[src/rtl/rf_pkg.sv]
package rf_pkg;
    typedef enum logic [1:0] {
        S_IDLE  = 2'd0,
        S_PIXEL = 2'd1,
        S_DONE  = 2'd2
    } fill_state_t;

    localparam logic [7:0] A_DST   = 8'h00;
    localparam logic [7:0] A_SIZE  = 8'h04;
    localparam logic [7:0] A_PAT   = 8'h08;
    localparam logic [7:0] A_FG    = 8'h0C;
    localparam logic [7:0] A_BG    = 8'h10;
    localparam logic [7:0] A_CTRL  = 8'h14;
    localparam logic [7:0] OP_FILL = 8'h40;
    localparam logic [7:0] A_STAT  = 8'h80;
    localparam logic [7:0] A_FREE  = 8'h84;
endpackage

[src/rtl/rf_fifo.sv]
module rf_fifo #(
    parameter int W     = 40,
    parameter int DEPTH = 32,
    localparam int AW   = $clog2(DEPTH),
    localparam int CW   = $clog2(DEPTH + 1)
) (
    input  logic          clk,
    input  logic          rst_n,
    input  logic          push,
    input  logic [W-1:0]  din,
    input  logic          pop,
    output logic [W-1:0]  dout,
    output logic          full,
    output logic          empty,
    output logic [CW-1:0] cnt
);
    logic [W-1:0]  mem [DEPTH];
    logic [AW-1:0] wp, rp;
    logic          do_push, do_pop;

    assign full    = (cnt == CW'(DEPTH));
    assign empty   = (cnt == '0);
    assign do_push = push && !full;
    assign do_pop  = pop && !empty;
    assign dout    = mem[rp];

    always_ff @(posedge clk) begin
        if (do_push) mem[wp] <= din;
    end

    always_ff @(posedge clk or negedge rst_n) begin
        if (!rst_n) begin
            wp  <= '0;
            rp  <= '0;
            cnt <= '0;
        end else begin
            if (do_push) wp <= (wp == AW'(DEPTH - 1)) ? '0 : wp + 1'b1;
            if (do_pop)  rp <= (rp == AW'(DEPTH - 1)) ? '0 : rp + 1'b1;
            cnt <= cnt + CW'(do_push) - CW'(do_pop);
        end
    end
endmodule

[src/rtl/rf_pix.sv]
module rf_pix #(
    parameter int GROUP = 32,
    parameter int CW    = 16,
    parameter int PW    = 8,
    localparam int GW   = $clog2(GROUP)
) (
    input  logic [GROUP-1:0] mask,
    input  logic [GW-1:0]    px,
    input  logic [CW-1:0]    col,
    input  logic [CW-1:0]    width,
    input  logic [PW-1:0]    fg,
    input  logic [PW-1:0]    bg,
    input  logic             transp,
    input  logic             clip,
    output logic             en,
    output logic [PW-1:0]    data
);
    logic bit_v, clipped;

    always_comb begin
        bit_v   = mask[GW'(GROUP - 1) - px];
        clipped = clip && (col >= width);
        en      = !clipped && (bit_v || !transp);
        data    = bit_v ? fg : bg;
    end
endmodule

[src/rtl/rf_top.sv]
module rf_top #(
    parameter int DEPTH    = 32,
    parameter int PITCH_LG = 11,
    parameter int GROUP    = 32,
    parameter int PW       = 8,
    localparam int CNTW    = $clog2(DEPTH + 1),
    localparam int GW      = $clog2(GROUP)
) (
    input  logic        clk,
    input  logic        rst_n,
    input  logic        wr_en,
    input  logic [7:0]  wr_addr,
    input  logic [31:0] wr_data,
    input  logic [7:0]  rd_addr,
    output logic [31:0] rd_data,
    output logic        mem_we,
    output logic [31:0] mem_addr,
    output logic [7:0]  mem_data
);
    import rf_pkg::*;

    fill_state_t state, state_n;

    logic [15:0]      dst_x, dst_y, w, h, row, grp_base, col, row_y;
    logic [31:0]      pat;
    logic [PW-1:0]    fg, bg, pix_data;
    logic             transp, clip, ovf, busy, pix_en;
    logic [GW-1:0]    px;
    logic [39:0]      f_dout;
    logic             f_full, f_empty, pop;
    logic [CNTW-1:0]  f_cnt;
    logic [7:0]       e_addr;
    logic [31:0]      e_data;
    logic             start_ok, last_px, last_grp, last_row;

    rf_fifo #(.W(40), .DEPTH(DEPTH)) u_fifo (
        .clk(clk), .rst_n(rst_n), .push(wr_en), .din({wr_addr, wr_data}),
        .pop(pop), .dout(f_dout), .full(f_full), .empty(f_empty), .cnt(f_cnt)
    );

    rf_pix #(.GROUP(GROUP), .CW(16), .PW(PW)) u_pix (
        .mask(pat), .px(px), .col(col), .width(w), .fg(fg), .bg(bg),
        .transp(transp), .clip(clip), .en(pix_en), .data(pix_data)
    );

    assign e_addr   = f_dout[39:32];
    assign e_data   = f_dout[31:0];
    assign pop      = (state == S_IDLE) && !f_empty;
    assign start_ok = (e_addr == (A_SIZE | OP_FILL)) &&
                      (e_data[31:16] != '0) && (e_data[15:0] != '0);
    assign col      = grp_base + 16'(px);
    assign row_y    = dst_y + row;
    assign last_px  = (px == GW'(GROUP - 1));
    assign last_grp = ({1'b0, grp_base} + 17'(GROUP)) >= {1'b0, w};
    assign last_row = (row == h - 16'd1);

    // next-state logic
    always_comb begin
        state_n = state;
        unique case (state)
            S_IDLE:  if (pop && start_ok) state_n = S_PIXEL;
            S_PIXEL: if (last_px && last_grp && last_row) state_n = S_DONE;
            S_DONE:  state_n = S_IDLE;
            default: state_n = S_IDLE;
        endcase
    end

    // state register
    always_ff @(posedge clk or negedge rst_n) begin
        if (!rst_n) state <= S_IDLE;
        else        state <= state_n;
    end

    // registers and walk counters
    always_ff @(posedge clk or negedge rst_n) begin
        if (!rst_n) begin
            dst_x <= '0; dst_y <= '0; w <= '0; h <= '0;
            pat <= '0; fg <= '0; bg <= '0; transp <= 1'b0; clip <= 1'b0;
            row <= '0; grp_base <= '0; px <= '0; ovf <= 1'b0;
        end else begin
            if (wr_en && f_full) ovf <= 1'b1;
            unique case (state)
                S_IDLE: if (pop) begin
                    unique case (e_addr)
                        A_DST:  begin dst_x <= e_data[31:16]; dst_y <= e_data[15:0]; end
                        A_SIZE, A_SIZE | OP_FILL:
                                begin w <= e_data[31:16]; h <= e_data[15:0]; end
                        A_PAT:  pat <= e_data;
                        A_FG:   fg  <= e_data[PW-1:0];
                        A_BG:   bg  <= e_data[PW-1:0];
                        A_CTRL: begin transp <= e_data[0]; clip <= e_data[1]; end
                        default: ;
                    endcase
                    row <= '0; grp_base <= '0; px <= '0;
                end
                S_PIXEL: begin
                    if (!last_px) px <= px + 1'b1;
                    else begin
                        px <= '0;
                        if (!last_grp) grp_base <= grp_base + 16'(GROUP);
                        else begin
                            grp_base <= '0;
                            row      <= row + 16'd1;
                        end
                    end
                end
                S_DONE: dst_y <= dst_y + h;
                default: ;
            endcase
        end
    end

    // outputs
    always_comb begin
        busy     = (state != S_IDLE) || !f_empty;
        mem_we   = (state == S_PIXEL) && pix_en;
        mem_addr = ({16'b0, row_y} << PITCH_LG) + {16'b0, dst_x} + {16'b0, col};
        mem_data = pix_data;
        unique case (rd_addr)
            A_DST:   rd_data = {dst_x, dst_y};
            A_STAT:  rd_data = {busy ? 8'h01 : 8'h00, 24'b0};
            A_FREE:  rd_data = {ovf, 25'b0, 6'(CNTW'(DEPTH) - f_cnt)};
            default: rd_data = '0;
        endcase
    end
endmodule

[config.mk]
export PLATFORM = sky130hd
export DESIGN_NAME = rf_top
export DESIGN_NICKNAME = d
export VERILOG_FILES = /design/src/rtl/rf_pkg.sv /design/src/rtl/rf_fifo.sv /design/src/rtl/rf_pix.sv /design/src/rtl/rf_top.sv
export SDC_FILE = /design/constraint.sdc
export NUM_CORES = 2
export LEC_CHECK = 0
export CORE_ASPECT_RATIO = 1.75
export CORE_MARGIN = 10
export CORE_UTILIZATION = 53
export CTS_CLUSTER_DIAMETER = 40
export CTS_CLUSTER_SIZE = 28
export DETAILED_ROUTE_END_ITERATION = 12
export DONT_BUFFER_PORTS = 1
export PLACE_DENSITY = 0.73
export SKIP_LAST_GASP = 1
export SYNTH_ARGS = -nofsm -noshare
export SYNTH_HDL_FRONTEND = slang
export SYNTH_HIERARCHICAL = 1
export SYNTH_SLANG_ARGS = --single-unit
[constraint.sdc]
create_clock -name clk -period 5.7 [get_ports clk]
set_input_delay 0.57 -clock clk [delete_from_list [all_inputs] [get_ports clk]]
set_output_delay 0.57 -clock clk [all_outputs]
set_load 0.1 [all_outputs]
==> flow_metrics.py <==
metrics = {
    "power": {
        "netSwitchingFraction_pct": 35.91,
        "post-layout-total-power_uw": 29920,
        "clock_power_share_pct": 26.9,
        "sequentialPowerShare_pct": 42.5,
        "net-switching-power_uw": 10740,
        "static-leakage-power_uw": 0.02482,
        "powerDensity_mw_per_mm2": 440.6,
        "pwr-share-comb_pct": 30.7,
        "p_int_uw": 19170,
        "irDropWorstVdd_v": 0.0003584,
    },
    "clocking": {
        "cts.root.buffer_cell": "sky130_fd_sc_hd__clkbuf_16",
        "tritoncts_num_sinks": 1445,
        "clkTransAtPathRegs_ns": 0.09,
        "tritoncts_clock_tree": "done",
        "cts.repair_timing.setup_buffer_count": 0,
        "cts-buffers-inserted": 103,
        "longest_clk_path_bufs": 3,
        "clock_tree.htree_level_count": 3,
        "worst_skew_pair.late_latency_ns": 0.78,
    },
    "global_route": {
        "grt_antenna_before_repair": 12,
        "gr-total-overflow": 0,
        "grt_first_pass_wirelength_um": 233700,
        "grt.total_usage_pct": 24.38,
        "vias_in_the_first_global_route": 35126,
        "maximum_number_of_pins_on_one_net_before_global_route_repair": 166,
    },
    "logic_synthesis": {
        "synth-edff-count": 1280,
        "post_synth_cell_types": 90,
        "post_synth.cell_area_avg_um2": 15.95,
        "synth_flop_cell": "sky130_fd_sc_hd__edfxtp_1",
        "async_reset_ff_share_pct": 11.42,
        "synthesis.area_mm2": 0.06095,
        "synth_top_area_share_pct": 63.06,
        "synth.largest_area_cell": "sky130_fd_sc_hd__edfxtp_1",
        "most_frequently_used_cell_type_in_the_post_synthesis_netlist": "sky130_fd_sc_hd__edfxtp_1",
        "synth_seq_cells": 1445,
        "fraction_of_the_yosys_area_taken_by_sequential_cells_pct": 69.83,
        "ys.warnings.count": 6,
        "post_synth_most_frequent_cells": "1280 x sky130_fd_sc_hd__edfxtp_1, 673 x sky130_fd_sc_hd__mux2i_1, 325 x sky130_fd_sc_hd__a22oi_1",
        "synth_cells": 3821,
        "post_synth_main_area_contributors": "sky130_fd_sc_hd__edfxtp_1 63%, sky130_fd_sc_hd__mux2i_1 11%, sky130_fd_sc_hd__dfrtp_1 6.8%, sky130_fd_sc_hd__a22oi_1 4.0%, sky130_fd_sc_hd__ha_1 2.2%",
    },
    "sta": {
        "transition_at_the_pin_with_the_smallest_max_transition_slack_ns": 1.199,
        "finalWorstSetupSlack_ns": 0.1932,
        "final_hold_viol_count": 0,
        "worst_clock_skew_ns": 0.04070,
        "final.period_utilization_pct": 96.61,
        "finalSetupViolations": 0,
        "final_slew_violations": 0,
        "whs_ns": 0.09476,
        "fin_tns_setup_ns": 0,
        "layout_min_cycle_time_ns": 5.507,
        "relSlewSlack_pct": 19.81,
        "grt_setup_unrepaired": "false",
        "maxClockFrequency_mhz": 181.6,
    },
    "route": {
        "detail_route.vias_per_cell": 6.343,
        "first_iter_violations": 3566,
        "drtPass1Iterations": 5,
        "post_drt_wl_per_cell_um": 29.33,
        "drt_drc_violations_left": 0,
        "num_vias": 34905,
        "antenna_left": 0,
        "totalWireLength_um": 161400,
    },
    "final_layout": {
        "footprint_of_the_multi_input_gates_mm2": 0.01753,
        "layout-area-overhead-vs-synth_pct": 11.40,
        "n_fill_cell": 8323,
        "final_design_area_no_fill_mm2": 0.06791,
        "post_route_cells_drive_above_1_share_pct": 11.45,
        "nets": 4076,
        "ff_latch_area_mm2": 0.04257,
    },
    "flow_run": {
        "maxCapViolations": 0,
    },
    "die": {
        "fp.dieW_um": 276.4,
        "die_area_mm2": 0.1295,
        "floorplan.initialDensity_pct": 53.33,
        "die_y_um": 468.6,
        "core_area_mm2": 0.1143,
        "boundaryPins": 124,
        "placement_rows": 164,
    },
    "worst_setup_path": {
        "crit_required_ns": 5.13,
        "crit_path_cell_trace": "ha_1 > fa_1 > a21o_1 > a21oi_1 > xnor2_1 > fa_1 > ha_1 > o21ai_0 > a31oi_1 > o21ai_1 > a21boi_2 > nand4_1 > xnor2_2 > buf_4",
        "cp_max_fanout": 7,
        "endpoint_kind": "output port",
        "start_kind": "register",
        "cp_slowest_stage_delay_ns": 0.51,
        "path_buf_inv": 1,
        "timing.critical_path.arrival_ns": 4.94,
        "critPathTopFamily": "adder cells",
        "crit_path_top_delay_cell": "sky130_fd_sc_hd__fa_1",
        "critical_setup_path_class": "register to output port",
    },
    "place": {
        "dpl_worst_slack_ns": 0.8135,
        "routability_congestion": 0.9331,
        "dp_hpwl_um": 100200,
        "postPlaceCellArea_mm2": 0.06362,
        "place.port_buffers": 0,
    },
    "status": {
        "outcome": "finished, final reports clean",
    },
    "min_path": {
        "min-delay-path-class": "input pin to register",
    },
}
==> registers in the layout (all words and copies together) (netlist names) <==
signal and count:
row 16, u_fifo/mem 1280, state 2, px 5, grp_base 11, h 16, u_fifo/wp 5, pat 32
clip 1, u_fifo/rp 5, u_fifo/cnt 6, dst_x 16, bg 8, fg 8, transp 1, w 16
ovf 1, dst_y 16
==> power by group through the flow <==
stage	Sequential, uW	Combinational [uW]	Clock [uW]
2_1_floorplan	12700	6060	0
3_3_place_gp	12900	8750	0
3_5_place_dp	12900	8860	0
4_1_cts	12700	9060	8120
5_1_grt	12800	9560	8500
6_report	12700	9170	8030
==> what timing repair did <==
item,4_1_cts,5_1_grt
cloned,0,0
gates resized for setup,1,1
hold buffers,43,0
setup endpoints to repair,1,1
hold endpoints to repair,1446,0
==> path summary, 6_finish.rpt <==
check,from,endpoint,slack (ns),cells past startpoint
min in group asynchronous,rst_n,dst_x[8]$_DFFE_PN0P_,0.42,2
max in group asynchronous,rst_n,u_fifo/rp[0]$_DFFE_PN0P_,4.34,2
setup reg to reg,u_fifo/rp[3]$_DFFE_PN0P_,dst_x[3]$_DFFE_PN0P_,1.14,10
hold / removal,wr_data[3],u_fifo/mem[17][3]$_DFFE_PP_,0.09,1
setup / recovery,row[0]$_DFFE_PN0P_,mem_addr[21],0.19,14
hold reg to reg,fg[2]$_DFFE_PN0P_,fg[2]$_DFFE_PN0P_,0.49,1
==> final cells by class <==
| type | count | share of cell area (%) |
|---|---|---|
| clock buffers | 109 | 3.844 |
| multi-input cells | 2105 | 25.82 |
| repair buffers | 184 | 2.734 |
| clock inverters | 86 | 1.738 |
| flip-flops and latches | 1445 | 62.69 |
| diodes | 9 | 0.03317 |
| inverters | 71 | 0.3925 |
| well taps | 1494 | 2.753 |
==> cells by family (layout without fill, tap and decap cells) <==
kind of cell / Yosys count / in the layout / synth area share, %
flops: 1445 / 1445 / 69.83
mux: 753 / 753 / 12.53
simple gates: 579 / 579 / 5.080
compound gates: 567 / 567 / 6.606
buf+inv: 274 / 450 / 2.211
fa+ha+maj: 115 / 115 / 2.471
xor+xnor: 87 / 87 / 1.262
other cells: 1 / 13 / 0.006152
==> stage by stage <==
step / utilization (%) / cells
finish: 59.41 / 5503
global route: 59.41 / 5500
CTS: 59.39 / 5494
detailed placement: 55.67 / 5256
global placement: 55.67 / 5256
floorplan: - / 3824
==> cells in the final DEF (no fill, tap or decap), types with 22 or more instances in the layout <==
master	synthesis	routed
sky130_fd_sc_hd__edfxtp_1	1280	1280
sky130_fd_sc_hd__a21oi_1	50	47
sky130_fd_sc_hd__nor2_4	0	26
sky130_fd_sc_hd__xnor2_1	56	42
sky130_fd_sc_hd__ha_1	106	106
sky130_fd_sc_hd__a22oi_1	325	325
sky130_fd_sc_hd__buf_4	38	115
sky130_fd_sc_hd__mux2_2	31	31
sky130_fd_sc_hd__nand3_1	32	32
sky130_fd_sc_hd__and2_1	29	29
sky130_fd_sc_hd__nand2_1	144	144
sky130_fd_sc_hd__dfrtp_1	165	164
sky130_fd_sc_hd__clkbuf_16	0	106
sky130_fd_sc_hd__nand4_1	98	98
sky130_fd_sc_hd__o21ai_0	41	41
sky130_fd_sc_hd__inv_1	69	69
sky130_fd_sc_hd__mux2i_1	673	673
sky130_fd_sc_hd__buf_12	1	24
sky130_fd_sc_hd__mux2_1	49	49
sky130_fd_sc_hd__nor4_1	24	22
sky130_fd_sc_hd__xor2_1	30	23
sky130_fd_sc_hd__o21ai_1	38	38
sky130_fd_sc_hd__nor2_1	121	94
sky130_fd_sc_hd__dlygate4sd3_1	0	41
==> layer usage <==
| layer | vias up | GRT usage (%) | share of wire [%] |
|---|---|---|---|
| met5 | - | 0 | 0.0081 |
| met4 | 2 | 12.93 | 5.3 |
| met3 | 419 | 3.593 | 6.4 |
| met2 | 1461 | 44.81 | 53 |
| met1 | 17865 | 26.97 | 35 |
| li1 | 15158 | - | - |
No activity file was read; power rests on OpenSTA's default activity.
